## src/rtl/dtg_pkg.sv

```systemverilog
package dtg_pkg;
  localparam int DATA_W = 8;
  localparam int ADDR_W = 4;
  localparam int HACT_W = 7;
  localparam int HBLK_W = 5;
  localparam int HSS_W  = 5;
  localparam int HSW_W  = 4;
  localparam int VACT_W = 10;
  localparam int VBLK_W = 6;
  localparam int VSS_W  = 6;
  localparam int VSW_W  = 3;
  localparam int H_SH   = 3;
  localparam int V_SH   = 0;
  localparam int CNT_W  = 11;
  localparam int POL_B  = 7;

  localparam logic [ADDR_W-1:0] A_HACT = 4'd0;
  localparam logic [ADDR_W-1:0] A_HBLK = 4'd1;
  localparam logic [ADDR_W-1:0] A_HSS  = 4'd2;
  localparam logic [ADDR_W-1:0] A_HSW  = 4'd3;
  localparam logic [ADDR_W-1:0] A_VALO = 4'd4;
  localparam logic [ADDR_W-1:0] A_VAHI = 4'd5;
  localparam logic [ADDR_W-1:0] A_VBLK = 4'd6;
  localparam logic [ADDR_W-1:0] A_VSS  = 4'd7;
  localparam logic [ADDR_W-1:0] A_VSW  = 4'd8;

  typedef struct packed {
    logic [HACT_W-1:0] hact;
    logic [HBLK_W-1:0] hblk;
    logic [HSS_W-1:0]  hss;
    logic [HSW_W-1:0]  hsw;
    logic              hpol;
    logic [VACT_W-1:0] vact;
    logic [VBLK_W-1:0] vblk;
    logic [VSS_W-1:0]  vss;
    logic [VSW_W-1:0]  vsw;
    logic              vpol;
  } cfg_t;
endpackage

```

## src/rtl/dtg_regs.sv

```systemverilog
module dtg_regs
  import dtg_pkg::*;
(
  input  logic              clk,
  input  logic              rst_n,
  input  logic              we,
  input  logic [ADDR_W-1:0] addr,
  input  logic [DATA_W-1:0] wdata,
  input  logic              frame_end,
  input  logic              vnd,
  output cfg_t              cfg_s,
  output logic [DATA_W-1:0] rdata
);
  cfg_t live_q, live_d;
  cfg_t shad_q, shad_d;

  always_comb begin
    live_d = live_q;
    if (we) begin
      case (addr)
        A_HACT: live_d.hact = wdata[HACT_W-1:0];
        A_HBLK: live_d.hblk = wdata[HBLK_W-1:0];
        A_HSS:  live_d.hss  = wdata[HSS_W-1:0];
        A_HSW: begin
          live_d.hsw  = wdata[HSW_W-1:0];
          live_d.hpol = wdata[POL_B];
        end
        A_VALO: live_d.vact[DATA_W-1:0] = wdata;
        A_VAHI: live_d.vact[VACT_W-1:DATA_W] = wdata[VACT_W-DATA_W-1:0];
        A_VBLK: live_d.vblk = wdata[VBLK_W-1:0];
        A_VSS:  live_d.vss  = wdata[VSS_W-1:0];
        A_VSW: begin
          live_d.vsw  = wdata[VSW_W-1:0];
          live_d.vpol = wdata[POL_B];
        end
        default: ;
      endcase
    end
  end

  always_comb begin
    shad_d = shad_q;
    if (frame_end) shad_d = live_q;
  end

  always_ff @(posedge clk or negedge rst_n) begin
    if (!rst_n) begin
      live_q <= '0;
      shad_q <= '0;
    end else begin
      live_q <= live_d;
      shad_q <= shad_d;
    end
  end

  always_comb begin
    rdata = '0;
    case (addr)
      A_HACT: rdata = DATA_W'(live_q.hact);
      A_HBLK: rdata = DATA_W'(live_q.hblk);
      A_HSS:  rdata = DATA_W'(live_q.hss);
      A_HSW: begin
        rdata = DATA_W'(live_q.hsw);
        rdata[POL_B] = live_q.hpol;
      end
      A_VALO: rdata = live_q.vact[DATA_W-1:0];
      A_VAHI: rdata = DATA_W'(live_q.vact[VACT_W-1:DATA_W]);
      A_VBLK: begin
        rdata = DATA_W'(live_q.vblk);
        rdata[POL_B] = vnd;
      end
      A_VSS:  rdata = DATA_W'(live_q.vss);
      A_VSW: begin
        rdata = DATA_W'(live_q.vsw);
        rdata[POL_B] = live_q.vpol;
      end
      default: rdata = '0;
    endcase
  end

  assign cfg_s = shad_q;
endmodule

```

## src/rtl/dtg_axis.sv

```systemverilog
module dtg_axis #(
  parameter int ACT_W = 7,
  parameter int BLK_W = 5,
  parameter int SS_W  = 5,
  parameter int SW_W  = 4,
  parameter int SH    = 3,
  parameter int CNT_W = 11
) (
  input  logic             clk,
  input  logic             rst_n,
  input  logic             adv,
  input  logic [ACT_W-1:0] act_f,
  input  logic [BLK_W-1:0] blk_f,
  input  logic [SS_W-1:0]  ss_f,
  input  logic [SW_W-1:0]  sw_f,
  output logic [CNT_W-1:0] cnt,
  output logic             active,
  output logic             sync_on,
  output logic             last
);
  localparam int SUM_W = CNT_W + 1;

  logic [CNT_W-1:0] cnt_q, cnt_d;
  logic [SUM_W-1:0] act_len, tot_len, ss_pos, se_pos;

  always_comb begin
    act_len = (SUM_W'(act_f) + SUM_W'(1)) << SH;
    tot_len = act_len + ((SUM_W'(blk_f) + SUM_W'(1)) << SH);
    ss_pos  = act_len + ((SUM_W'(ss_f) + SUM_W'(1)) << SH);
    se_pos  = ss_pos + ((SUM_W'(sw_f) + SUM_W'(1)) << SH);
  end

  assign last    = (SUM_W'(cnt_q) == tot_len - SUM_W'(1));
  assign active  = (SUM_W'(cnt_q) < act_len);
  assign sync_on = (SUM_W'(cnt_q) >= ss_pos) && (SUM_W'(cnt_q) < se_pos);

  always_comb begin
    cnt_d = cnt_q;
    if (adv) cnt_d = last ? '0 : cnt_q + CNT_W'(1);
  end

  always_ff @(posedge clk or negedge rst_n) begin
    if (!rst_n) cnt_q <= '0;
    else        cnt_q <= cnt_d;
  end

  assign cnt = cnt_q;
endmodule

```

## src/rtl/dtg_top.sv

```systemverilog
module dtg_top
  import dtg_pkg::*;
(
  input  logic              clk,
  input  logic              rst_n,
  input  logic              reg_we,
  input  logic [ADDR_W-1:0] reg_addr,
  input  logic [DATA_W-1:0] reg_wdata,
  output logic [DATA_W-1:0] reg_rdata,
  output logic              hsync,
  output logic              vsync,
  output logic              de,
  output logic [CNT_W-1:0]  pix_x,
  output logic [CNT_W-1:0]  line_y
);
  cfg_t cfg_s;
  logic h_act, h_on, h_last;
  logic v_act, v_on, v_last;
  logic frame_end, vnd;

  assign frame_end = h_last & v_last;
  assign vnd       = ~v_act;

  dtg_regs regs_i (
    .clk(clk), .rst_n(rst_n), .we(reg_we), .addr(reg_addr), .wdata(reg_wdata),
    .frame_end(frame_end), .vnd(vnd), .cfg_s(cfg_s), .rdata(reg_rdata)
  );

  dtg_axis #(
    .ACT_W(HACT_W), .BLK_W(HBLK_W), .SS_W(HSS_W), .SW_W(HSW_W),
    .SH(H_SH), .CNT_W(CNT_W)
  ) hax_i (
    .clk(clk), .rst_n(rst_n), .adv(1'b1),
    .act_f(cfg_s.hact), .blk_f(cfg_s.hblk), .ss_f(cfg_s.hss), .sw_f(cfg_s.hsw),
    .cnt(pix_x), .active(h_act), .sync_on(h_on), .last(h_last)
  );

  dtg_axis #(
    .ACT_W(VACT_W), .BLK_W(VBLK_W), .SS_W(VSS_W), .SW_W(VSW_W),
    .SH(V_SH), .CNT_W(CNT_W)
  ) vax_i (
    .clk(clk), .rst_n(rst_n), .adv(h_last),
    .act_f(cfg_s.vact), .blk_f(cfg_s.vblk), .ss_f(cfg_s.vss), .sw_f(cfg_s.vsw),
    .cnt(line_y), .active(v_act), .sync_on(v_on), .last(v_last)
  );

  assign de    = h_act & v_act;
  assign hsync = cfg_s.hpol ? h_on : ~h_on;
  assign vsync = cfg_s.vpol ? v_on : ~v_on;
endmodule

```

## config.mk

```make
export PLATFORM = sky130hd
export DESIGN_NAME = dtg_top
export DESIGN_NICKNAME = d
export VERILOG_FILES = /design/src/rtl/dtg_pkg.sv /design/src/rtl/dtg_regs.sv /design/src/rtl/dtg_axis.sv /design/src/rtl/dtg_top.sv
export SDC_FILE = /design/constraint.sdc
export NUM_CORES = 1
export LEC_CHECK = 0
export BUFFER_PORTS_ARGS = -buffer_cell sky130_fd_sc_hd__buf_2
export CAP_MARGIN = 40
export CELL_PAD_IN_SITES_DETAIL_PLACEMENT = 1
export CELL_PAD_IN_SITES_GLOBAL_PLACEMENT = 1
export CORE_MARGIN = 2
export CORE_UTILIZATION = 54
export DETAILED_ROUTE_END_ITERATION = 8
export PLACE_DENSITY_LB_ADDON = 0.05
export SYNTH_ARGS = -nofsm -noshare
export SYNTH_HDL_FRONTEND = slang
export SYNTH_SLANG_ARGS = --single-unit
```

## constraint.sdc

```tcl
create_clock -name clk -period 11.9 [get_ports clk]
set_input_delay 1.19 -clock clk [delete_from_list [all_inputs] [get_ports clk]]
set_output_delay 1.19 -clock clk [all_outputs]
set_load 0.02 [all_outputs]
```

==> flow_summary.yaml, run 1 <==
outcome:
  status: "complete, no violations"
yosys:
  netlist.top_cell.by_area: "sky130_fd_sc_hd__dfrtp_1"
  synth_top_area_cells: "sky130_fd_sc_hd__dfrtp_1 31%, sky130_fd_sc_hd__ha_1 15%, sky130_fd_sc_hd__mux2_2 6.4%"
  post_synth_inst_count: 937
  yosysWarnings: 0
  yosys-mux-area-fraction_pct: 14.5
  synth_flop_cell: "sky130_fd_sc_hd__dfrtp_1"
  synth-compound-area-share_pct: 11.5
  seq_area_frac_synth_pct: 31.1
  synth_xor_area_share_pct: 9.50
  mappedNetlistNets: 1069
  top_cell_type_s_share_of_synthesized_area_pct: 31.1
  synthAdderAreaFrac_pct: 15.9
  area_share_of_and_or_nand_nor_cells_after_synthesis_pct: 12.9
  synth_edf_count: 0
  synth_async_reset_ratio_pct: 100
  yosys.cell_types.count: 67
  avgSynthCellArea_um2: 10.1
  synth_seq_cells: 118
  main_combinational_cell_family_by_area_after_synthesis: "adder cells"
  syn-cell-area_um2: 9500
worst_setup_path:
  endpoint_arrival_time_on_the_critical_path_ns: 5.02
  cp-end-kind: "output pin"
  worstPathRequired_ns: 10.71
  cp_max_fo: 8
  crit_type: "register to output pin"
  critPathLaunchType: "register"
  ordered_list_of_cells_on_the_worst_path: "ha_1, nand3_1, xor2_1, inv_1, ha_1, a21oi_1, o311ai_0, o311a_1, xnor2_1, nor4b_1, xnor2_1, ha_1, a21oi_1, nor2b_1, a311oi_1, o211ai_1, xor2_1, buf_2"
  cp_slowest_cell: "sky130_fd_sc_hd__xor2_1"
  path_common_cell: "sky130_fd_sc_hd__ha_1"
  critical-path-max-stage-delay_ns: 0.56
clock_tree:
  cts.repair.resized: 0
  clock_sink_count: 118
  ctsHoldBuffers: 0
  clock_tree.buffer_depth: 2
  clkSlewWorstSetupHoldPaths_ns: 0.06
  setup_repair_bufs_after_cts: 0
  root_buffer: "sky130_fd_sc_hd__clkbuf_16"
  clk_latency_ns: 0.43
  cts_tree: "done"
  cts_htree_levels: 4
  cts-buffers-inserted: 17
timing:
  fin_setup_tns_ns: 0
  worst_slew_pin_tran_ns: 0.777
  rsz0062_at_grt: "false"
  final-max-slew-violation-count: 0
  worst_clock_skew_ns: 0.0103
  timing_hold_violations_final: 0
  relSlewSlack_pct: 48.2
  max_clock_freq_ghz: 0.161
  final_min_period_over_clock_period_pct: 52.2
  setup-violations-final: 0
  final_period_minus_worst_setup_slack_ns: 6.21
place:
  gpl.final_weighted_congestion: 0.929
  dp_hpwl_mm: 20.2
  dpl.cell_count: 1196
  total_of_buffers_placed_on_input_and_output_ports: 47
flow_run:
  timing.max_cap.violations: 0
global_routing:
  grt_antenna_before_repair: 0
  total_track_usage_pct: 30.7
  first_global_vias: 8001
  first_pass_grt_wire_length_mm: 43.9
  maximum_number_of_pins_on_one_net_before_global_route_repair: 63
  grt_overflow_total: 0
die:
  ios: 48
  die_w_um: 137
  dieArea_um2: 18700
  std_cell_rows: 48
  initial_core_util_pct: 55.1
  die_h_um: 137
  core_area_um2: 17200
final_layout:
  finalNonFillerCells: 1228
  layout-drive-gt1-share_pct: 19.0
  areaGrowthSynthToFinish_pct: 10.9
  total_number_of_nets_in_the_final_design: 1122
  diodes: 0
route:
  detail_route.wl_per_cell_um: 22.3
  vias: 7449
  detail-route-antenna-nets: 0
  routed_wl_mm: 27.4
  via_per_inst: 6.07
  drc: 0
  first_pass_iters: 5
  drt_iter0_markers: 474
power:
  power_density_nw_per_um2: 215
  leakagePower_uw: 0.00503
  ir_worst_vdd_uv: 145
min_path:
  worst_min_delay_path_category: "register to register"
## cell usage in the layout, fill, tap and decap left out, drive strengths merged, types with 6 or more instances in the layout
cell | Yosys | final
a211oi | 8 | 8
a21o | 26 | 26
a21oi | 29 | 29
and2 | 12 | 12
and3 | 13 | 13
buf | 8 | 52
clkbuf | 10 | 18
clkinv | 0 | 6
dfrtp | 118 | 118
fa | 6 | 6
ha | 111 | 111
inv | 76 | 82
mux2 | 97 | 97
mux2i | 7 | 7
nand2 | 39 | 39
nand2b | 7 | 7
nand3 | 48 | 48
nand4 | 7 | 7
nor2 | 48 | 48
nor2b | 12 | 12
nor3 | 15 | 15
nor4 | 8 | 8
o211ai | 6 | 6
o21a | 9 | 9
o21ai | 33 | 33
or3 | 9 | 9
xnor2 | 59 | 59
xor2 | 44 | 44
## cell families after synthesis
kind of cell | after synthesis
multiplexers | 107
AND/OR/NAND/NOR | 236
adder cells (fa/ha/maj) | 117
AO/OA/AOI/OAI | 162
flip-flops | 118
XOR/XNOR | 103
buffers and inverters | 94
## critical path, delay by kind of cell (launching register included)
kind / cells / cell delay, ns
simple gates: 3 / 0.59
xor+xnor: 4 / 1.15
compound gates: 6 / 1.19
flops: 1 / 0.47
buf+inv: 2 / 0.29
fa+ha+maj: 3 / 0.89
## state kept, by name, summed over array words and instances, names as in the netlist
signal	cells
regs_i.cfg_s	48
regs_i.live_q	48
hax_i.cnt	11
vax_i.cnt	11
## cell type report
type / instances / area [um^2]
sequential: 118 / 2950
timing repair buffer: 52 / 293
fill: 1902 / 6710
tap: 225 / 282
clock inverter: 14 / 166
clock buffer: 18 / 439
multi-input combinational: 725 / 6110
inverter: 76 / 285
## final timing paths
kind,slack (ns),cells past startpoint,start,to
setup / recovery,5.69,18,regs_i.cfg_s[16],vsync
hold / removal,0.53,1,hax_i.cnt[0],hax_i.cnt[0]
setup reg to reg,6.87,13,regs_i.cfg_s[41],regs_i.cfg_s[1]
hold reg to reg,0.53,1,hax_i.cnt[0],hax_i.cnt[0]
max in group asynchronous,9.76,2,rst_n,regs_i.live_q[16]
min in group asynchronous,0.83,1,rst_n,hax_i.cnt[5]
## layer usage
layer  vias to the layer above  wire, um  GRT usage, %  part of all wire [%]
li1                       3472         -             -                     -
met1                      3765     12400          39.6                    45
met2                       167     13600          53.8                    49
met3                        45       944          4.74                   3.4
met4                         0       558          7.81                   2.0
met5                         -         0             0                     0
## metrics by stage
| stage | utilization (%) | hold slack (ns) | instance area, um^2 | power, uW | worst slack, ns |
|---|---|---|---|---|---|
| after floorplan | - | 0.477 | 9500 | 1400 | 6.79 |
| after global placement | 57.3 | 0.499 | 9880 | 1620 | 6.45 |
| after detailed placement | 57.6 | 0.509 | 9920 | 1700 | 6.22 |
| after CTS | 61.1 | 0.517 | 10500 | 2270 | 5.71 |
| after global routing | 61.1 | 0.559 | 10500 | 2420 | 5.30 |
| final | 61.1 | 0.526 | 10500 | 2260 | 5.69 |
## power by group
part           internal, uW  switching [uW]  total (uW)  leakage (uW)
clock                   320             215         535      0.000300
sequential              472            97.1         569       0.00149
combinational           526             631        1160       0.00324
## synthesized netlist by cell type, types with 3 or more instances
master and count:
sky130_fd_sc_hd__or3_1 8, sky130_fd_sc_hd__o311ai_0 3, sky130_fd_sc_hd__a21oi_1 29, sky130_fd_sc_hd__nor3b_1 3, sky130_fd_sc_hd__xor2_1 44, sky130_fd_sc_hd__nor2_1 48, sky130_fd_sc_hd__o221ai_1 3, sky130_fd_sc_hd__a221oi_1 3
sky130_fd_sc_hd__nand3_1 48, sky130_fd_sc_hd__or2_2 5, sky130_fd_sc_hd__buf_12 4, sky130_fd_sc_hd__o2111ai_1 4, sky130_fd_sc_hd__o21a_1 9, sky130_fd_sc_hd__mux2_2 54, sky130_fd_sc_hd__a21boi_0 3, sky130_fd_sc_hd__xnor2_1 59
sky130_fd_sc_hd__nor3_1 14, sky130_fd_sc_hd__dfrtp_1 118, sky130_fd_sc_hd__nand2b_1 7, sky130_fd_sc_hd__a22oi_1 3, sky130_fd_sc_hd__mux4_2 3, sky130_fd_sc_hd__o31ai_1 4, sky130_fd_sc_hd__o21ai_0 33, sky130_fd_sc_hd__a21o_1 26
sky130_fd_sc_hd__a211oi_1 8, sky130_fd_sc_hd__nand4_1 7, sky130_fd_sc_hd__mux2i_1 7, sky130_fd_sc_hd__nor2b_1 12, sky130_fd_sc_hd__mux2_4 40, sky130_fd_sc_hd__o21bai_1 5, sky130_fd_sc_hd__ha_1 111, sky130_fd_sc_hd__and3_1 13
sky130_fd_sc_hd__and4_1 3, sky130_fd_sc_hd__and2_1 11, sky130_fd_sc_hd__clkbuf_1 10, sky130_fd_sc_hd__nor4_1 8, sky130_fd_sc_hd__a31oi_1 5, sky130_fd_sc_hd__a311oi_1 3, sky130_fd_sc_hd__mux2_1 3, sky130_fd_sc_hd__nand2_1 39
sky130_fd_sc_hd__fa_1 6, sky130_fd_sc_hd__inv_1 76, sky130_fd_sc_hd__o211ai_1 6
Power figures use the tool's default switching activity.
==> inputs of run 2 (changes only) <==
CORE_UTILIZATION = 50   (was 54)
clock period = 6.5 ns   (was 11.9 ns; I/O delays follow)
==> run 2 against run 1 <==
Design area grew 1.0%. Non-clock buffer count increased by 2. Worst setup slack got worse by 4.9 ns. Sequential share of layout area fell by 0.29 points. Sequential power up 83%. Via count fell by 0.38%. First-iteration DRC count decreased by 25%. Utilization shrank 4.0 points. Critical path type unchanged. Critical endpoint unchanged. Largest cell class unchanged.
==> flow_summary.yaml, run 2 (same netlist as run 1, synthesis figures left out) <==
worst_setup_path:
  critical-path-max-stage-delay_ns: 0.61
  critPathLaunchType: "register"
  r2r_setup_slk_ns: 1.45
  cp_slowest_cell: "sky130_fd_sc_hd__xor2_1"
  ordered_list_of_cells_on_the_worst_path: "ha_1, nand3_1, xor2_1, inv_1, ha_1, a21oi_1, o311ai_0, o311a_1, xnor2_1, nor4b_1, xnor2_1, ha_1, a21oi_1, nor2b_1, a311oi_1, o211ai_1, xor2_1, buf_2"
  endpoint_arrival_time_on_the_critical_path_ns: 5.05
  r2r_start: "regs_i.cfg_s[41]"
  reg2reg_depth: 13
  cp-end-kind: "output pin"
  cp_max_fo: 8
  crit_type: "register to output pin"
  crit-reg2reg-capture: "regs_i.cfg_s[1]"
  path_common_cell: "sky130_fd_sc_hd__ha_1"
  worstPathRequired_ns: 5.85
timing:
  rsz0062_at_grt: "false"
  worst_clock_skew_ns: 0.0149
  worst_hold_slack_after_final_layout_ns: 0.120
  final-max-slew-violation-count: 0
  final_period_minus_worst_setup_slack_ns: 5.70
  fin_setup_tns_ns: 0
  timing_hold_violations_final: 0
  worst_slew_pin_tran_ns: 0.749
  relSlewSlack_pct: 49.8
  max_clock_freq_ghz: 0.175
  final_min_period_over_clock_period_pct: 87.8
  setup-violations-final: 0
clock_tree:
  clk_latency_ns: 0.43
  cts.repair.resized: 0
  root_buffer: "sky130_fd_sc_hd__clkbuf_16"
  cts-buffers-inserted: 17
  cts_htree_levels: 4
  setup_repair_bufs_after_cts: 0
  clock_tree.buffer_depth: 2
  clkSlewWorstSetupHoldPaths_ns: 0.06
  ctsHoldBuffers: 0
  cts_tree: "done"
  clock_sink_count: 118
route:
  drc: 0
  via_per_inst: 5.98
  vias: 7421
  routed_wl_mm: 27.2
  first_pass_iters: 4
  detail-route-antenna-nets: 0
  drt_iter0_markers: 356
  detail_route.wl_per_cell_um: 21.9
outcome:
  status: "complete, no violations"
power:
  p_total_uw: 4220
  clock_power_share_pct: 25.8
  combinationalPowerShare_pct: 49.6
  ir_worst_vdd_uv: 180
  power_density_nw_per_um2: 397
  sequentialPowerShare_pct: 24.6
  swShare_pct: 40.0
  leakagePower_uw: 0.00506
  power_report.internal_total_uw: 2540
  power.switching_uw: 1690
place:
  total_of_buffers_placed_on_input_and_output_ports: 47
  dp_hpwl_mm: 20.6
  area_post_placement_um2: 9960
  gpl.final_weighted_congestion: 0.943
die:
  ios: 48
  core_area_um2: 18600
  die_w_um: 142
  die_h_um: 142
  dieArea_um2: 20100
  initial_core_util_pct: 50.9
  std_cell_rows: 50
final_layout:
  finish.instance_area_um2: 10600
  total_number_of_nets_in_the_final_design: 1124
  final-seq-area_um2: 2950
  fillerInstances: 2094
  areaGrowthSynthToFinish_pct: 12.0
  multi_input_area_um2: 6110
  layout_commonest_cell: "sky130_fd_sc_hd__dfrtp_1"
  layout.cells.most_common_list: "118 x sky130_fd_sc_hd__dfrtp_1, 111 x sky130_fd_sc_hd__ha_1, 76 x sky130_fd_sc_hd__inv_1, 59 x sky130_fd_sc_hd__xnor2_1, 54 x sky130_fd_sc_hd__mux2_2"
  layout-drive-gt1-share_pct: 19.2
global_routing:
  grt_overflow_total: 0
  first_pass_grt_wire_length_mm: 44.1
  total_track_usage_pct: 28.4
  first_global_vias: 8110
  grt_antenna_before_repair: 1
  maximum_number_of_pins_on_one_net_before_global_route_repair: 51
flow_run:
  timing.max_cap.violations: 0
min_path:
  worst_min_delay_path_category: "primary input to asynchronous set/reset pin"
## run 2: cell types whose count changed in the layout (fill, tap and decap cells not counted), sizes merged
cell | before | now
diode | 0 | 1
buf | 52 | 54
bufinv | 2 | 5
inv | 82 | 80
clkbuf | 18 | 19
clkinv | 6 | 1
clkinvlp | 0 | 3
## run 2: layer usage
layer | track usage, % | routed length, um | vias to the layer above
met5 | 0 | 0 | -
met4 | 8.42 | 575 | 0
met3 | 3.44 | 950 | 47
met2 | 49.8 | 13500 | 152
met1 | 36.7 | 12200 | 3743
li1 | - | - | 3479
## run 2: final cells by class
class	instances	share of cell area (%)
Clock buffer	19	4.26
Sequential cell	118	27.8
Tap cell	234	2.75
Antenna cell	1	0.0235
Multi-Input combinational cell	725	57.4
Inverter	76	2.68
Timing Repair Buffer	54	3.07
Clock inverter	13	2.04
## run 2: per-stage QoR
step	instances	setup slack, ns	utilization [%]
2_1_floorplan	937	1.93	-
3_3_place_gp	1204	1.55	53.2
3_5_place_dp	1207	1.31	53.4
4_1_cts	1239	0.806	57.0
5_1_grt	1239	0.363	57.0
6_report	1240	0.795	57.1
## run 2: power by group through the flow
stage / clock [uW] / combinational [uW] / sequential, uW
5_1_grt: 1130 / 2340 / 1060
4_1_cts: 1100 / 2100 / 1040
3_5_place_dp: 0 / 2070 / 1040
6_report: 1090 / 2100 / 1040
2_1_floorplan: 0 / 1600 / 968
3_3_place_gp: 0 / 1940 / 1030
## run 2: worst max-delay path by stage
stage / start / to / slack [ns]
after detailed placement: regs_i.cfg_s[16] / vsync / 1.31
after CTS: regs_i.cfg_s[16] / vsync / 0.81
after global placement: regs_i.cfg_s[16] / vsync / 1.55
final: regs_i.cfg_s[16] / vsync / 0.80
after floorplan: regs_i.cfg_s[16] / vsync / 1.93
after global routing: regs_i.cfg_s[16] / vsync / 0.36
## run 2: critical path, delay by kind of cell (launching register included)
kind                       cells  cell delay [ns]
AOI/OAI and AO/OA              6             1.19
buffers and inverters          2             0.29
adders and majority gates      3             0.91
and+or+nand+nor                3             0.62
xor gates and xnor gates       4             1.19
DFF                            1             0.45
==> inputs of run 3 (changes only) <==
CTS_CLUSTER_SIZE = 10   (was not set)
MAX_ROUTING_LAYER = met4   (was not set)
PLACE_DENSITY = 0.88   (was not set)
PLACE_DENSITY_LB_ADDON = not set   (was 0.05)
==> run 3 against run 2 <==
Flip-flop and latch count unchanged. Design area is 1.2% lower. Clock power shrank 12%. First-iteration DRC count grew 36%. Hold slack better by 0.14 ns.
==> flow_summary.yaml, run 3 (same netlist as run 1, synthesis figures left out) <==
worst_setup_path:
  path_common_cell: "sky130_fd_sc_hd__ha_1"
  critical_path_cell_count: 18
  cp_slowest_cell: "sky130_fd_sc_hd__xor2_1"
  critical_path_buf_inv_count: 2
  worstPathRequired_ns: 5.85
  reg2reg_depth: 13
  critical-path-max-stage-delay_ns: 0.56
  endpoint_arrival_time_on_the_critical_path_ns: 5.09
  cp_max_fo: 8
  crit_type: "register to output pin"
  critPathTopFamily: "compound AO/OA/AOI/OAI gates"
  cp-end-kind: "output pin"
  critPathLaunchType: "register"
  ordered_list_of_cells_on_the_worst_path: "ha_1, nand3_1, xor2_1, inv_1, ha_1, a21oi_1, o311ai_0, o311a_1, xnor2_1, nor4b_1, xnor2_1, ha_1, a21oi_1, nor2b_1, a311oi_1, o211ai_1, xor2_1, buf_2"
die:
  ios: 48
  die_w_um: 142
  die_h_um: 142
  core_area_um2: 18600
  dieArea_um2: 20100
  initial_core_util_pct: 50.9
  std_cell_rows: 50
timing:
  max_clock_freq_ghz: 0.174
  setup-violations-final: 0
  final_period_minus_worst_setup_slack_ns: 5.74
  final-max-slew-violation-count: 0
  worst_slew_pin_tran_ns: 0.906
  relSlewSlack_pct: 39.6
  worst_clock_skew_ns: 0.0107
  timing_hold_violations_final: 0
  final_min_period_over_clock_period_pct: 88.4
  fin_setup_tns_ns: 0
  rsz0062_at_grt: "false"
final_layout:
  layout_commonest_cell: "sky130_fd_sc_hd__dfrtp_1"
  areaGrowthSynthToFinish_pct: 10.7
  diodes: 0
  total_number_of_nets_in_the_final_design: 1123
  layout-drive-gt1-share_pct: 19.1
  layout.cells.most_common_list: "118 x sky130_fd_sc_hd__dfrtp_1, 111 x sky130_fd_sc_hd__ha_1, 76 x sky130_fd_sc_hd__inv_1, 59 x sky130_fd_sc_hd__xnor2_1, 54 x sky130_fd_sc_hd__mux2_2"
  final_core_utilization_pct: 56.4
power:
  ir_worst_vdd_uv: 230
  leakagePower_uw: 0.00501
  power_density_nw_per_um2: 399
  p_total_uw: 4190
clock_tree:
  clock_sink_count: 118
  root_buffer: "sky130_fd_sc_hd__clkbuf_16"
  clk_latency_ns: 0.43
  cts_tree: "done"
  cts.repair.resized: 0
  clkSlewWorstSetupHoldPaths_ns: 0.06
  cts_htree_levels: 4
  cts-buffers-inserted: 17
  ctsHoldBuffers: 0
  clock_tree.buffer_depth: 2
  setup_repair_bufs_after_cts: 0
global_routing:
  first_pass_grt_wire_length_mm: 46.7
  first_global_vias: 8340
  total_track_usage_pct: 31.0
  grt_overflow_total: 0
  grt_antenna_before_repair: 0
  maximum_number_of_pins_on_one_net_before_global_route_repair: 71
min_path:
  worst_min_delay_path_category: "primary input to asynchronous set/reset pin"
outcome:
  status: "complete, no violations"
route:
  via_per_inst: 6.24
  routed_wl_mm: 29.0
  drc: 0
  detail_route.wl_per_cell_um: 23.4
  drt_iter0_markers: 484
  first_pass_iters: 5
  vias: 7730
  detail-route-antenna-nets: 0
place:
  total_of_buffers_placed_on_input_and_output_ports: 47
  gpl.final_weighted_congestion: 0.904
  dp_hpwl_mm: 20.4
flow_run:
  timing.max_cap.violations: 0
## run 3: changes by cell type in the layout (fill, tap and decap cells not counted)
| cell | delta |
|---|---|
| sky130_fd_sc_hd__clkinv_2 | +1 |
| sky130_fd_sc_hd__buf_16 | -1 |
| sky130_fd_sc_hd__buf_2 | +1 |
| sky130_fd_sc_hd__bufinv_16 | -3 |
| sky130_fd_sc_hd__diode_2 | -1 |
| sky130_fd_sc_hd__clkbuf_8 | -2 |
| sky130_fd_sc_hd__buf_12 | -1 |
| sky130_fd_sc_hd__clkinv_4 | +3 |
| sky130_fd_sc_hd__inv_6 | +1 |
## run 3: worst reg2reg max path: stages, from the launching register on
cell and delay (ns):
sky130_fd_sc_hd__dfrtp_1 0.46, sky130_fd_sc_hd__ha_1 0.27, sky130_fd_sc_hd__xor2_1 0.30, sky130_fd_sc_hd__inv_1 0.15, sky130_fd_sc_hd__ha_1 0.34, sky130_fd_sc_hd__inv_1 0.08
sky130_fd_sc_hd__fa_1 0.50, sky130_fd_sc_hd__xor2_1 0.18, sky130_fd_sc_hd__or4_1 0.52, sky130_fd_sc_hd__or4_4 0.55, sky130_fd_sc_hd__or3_4 0.40, sky130_fd_sc_hd__and4b_2 0.30
sky130_fd_sc_hd__buf_4 0.47, sky130_fd_sc_hd__mux2_2 0.44
## run 3: layout make-up
cell class | instances | area [um^2]
repair buffers | 53 | 284
multi-input cells | 725 | 6110
clock inverters | 15 | 166
clock buffers | 17 | 425
flip-flops and latches | 118 | 2950
well taps | 234 | 293
fillers | 2018 | 8130
inverters | 76 | 285
## run 3: final timing paths
| check | startpoint | end | slack [ns] |
|---|---|---|---|
| worst min-delay path | rst_n | regs_i.cfg_s[29] | 0.26 |
| min in group clk | reg_wdata[6] | regs_i.live_q[47] | 0.48 |
| worst min register to register | hax_i.cnt[0] | hax_i.cnt[0] | 0.53 |
| max in group asynchronous | rst_n | regs_i.live_q[36] | 4.89 |
| worst max-delay path | regs_i.cfg_s[16] | vsync | 0.76 |
| worst max register to register | regs_i.cfg_s[41] | regs_i.cfg_s[35] | 1.41 |
## run 3: metrics by stage
step	setup WS [ns]	hold slack, ns	std cells	area (um^2)
5_1_grt	0.434	0.295	1238	10500
3_3_place_gp	1.68	0.512	1204	9910
6_report	0.756	0.258	1238	10500
2_1_floorplan	1.93	0.354	937	9500
4_1_cts	0.800	0.269	1238	10500
3_5_place_dp	1.40	0.506	1206	9920
## run 3: layer usage
| metal | vias to the layer above | global-route usage, % | wire [um] |
|---|---|---|---|
| met1 | 3936 | 37.3 | 12300 |
| met3 | 82 | 4.32 | 1120 |
| met2 | 237 | 52.2 | 14500 |
| met5 | - | - | 0 |
| li1 | 3475 | - | - |
| met4 | 0 | 13.5 | 1060 |
## run 3: power breakdown
group / internal, uW / switching (uW) / leakage [uW]
sequential: 864 / 188 / 0.00149
clock: 571 / 387 / 0.000281
combinational: 970 / 1210 / 0.00324
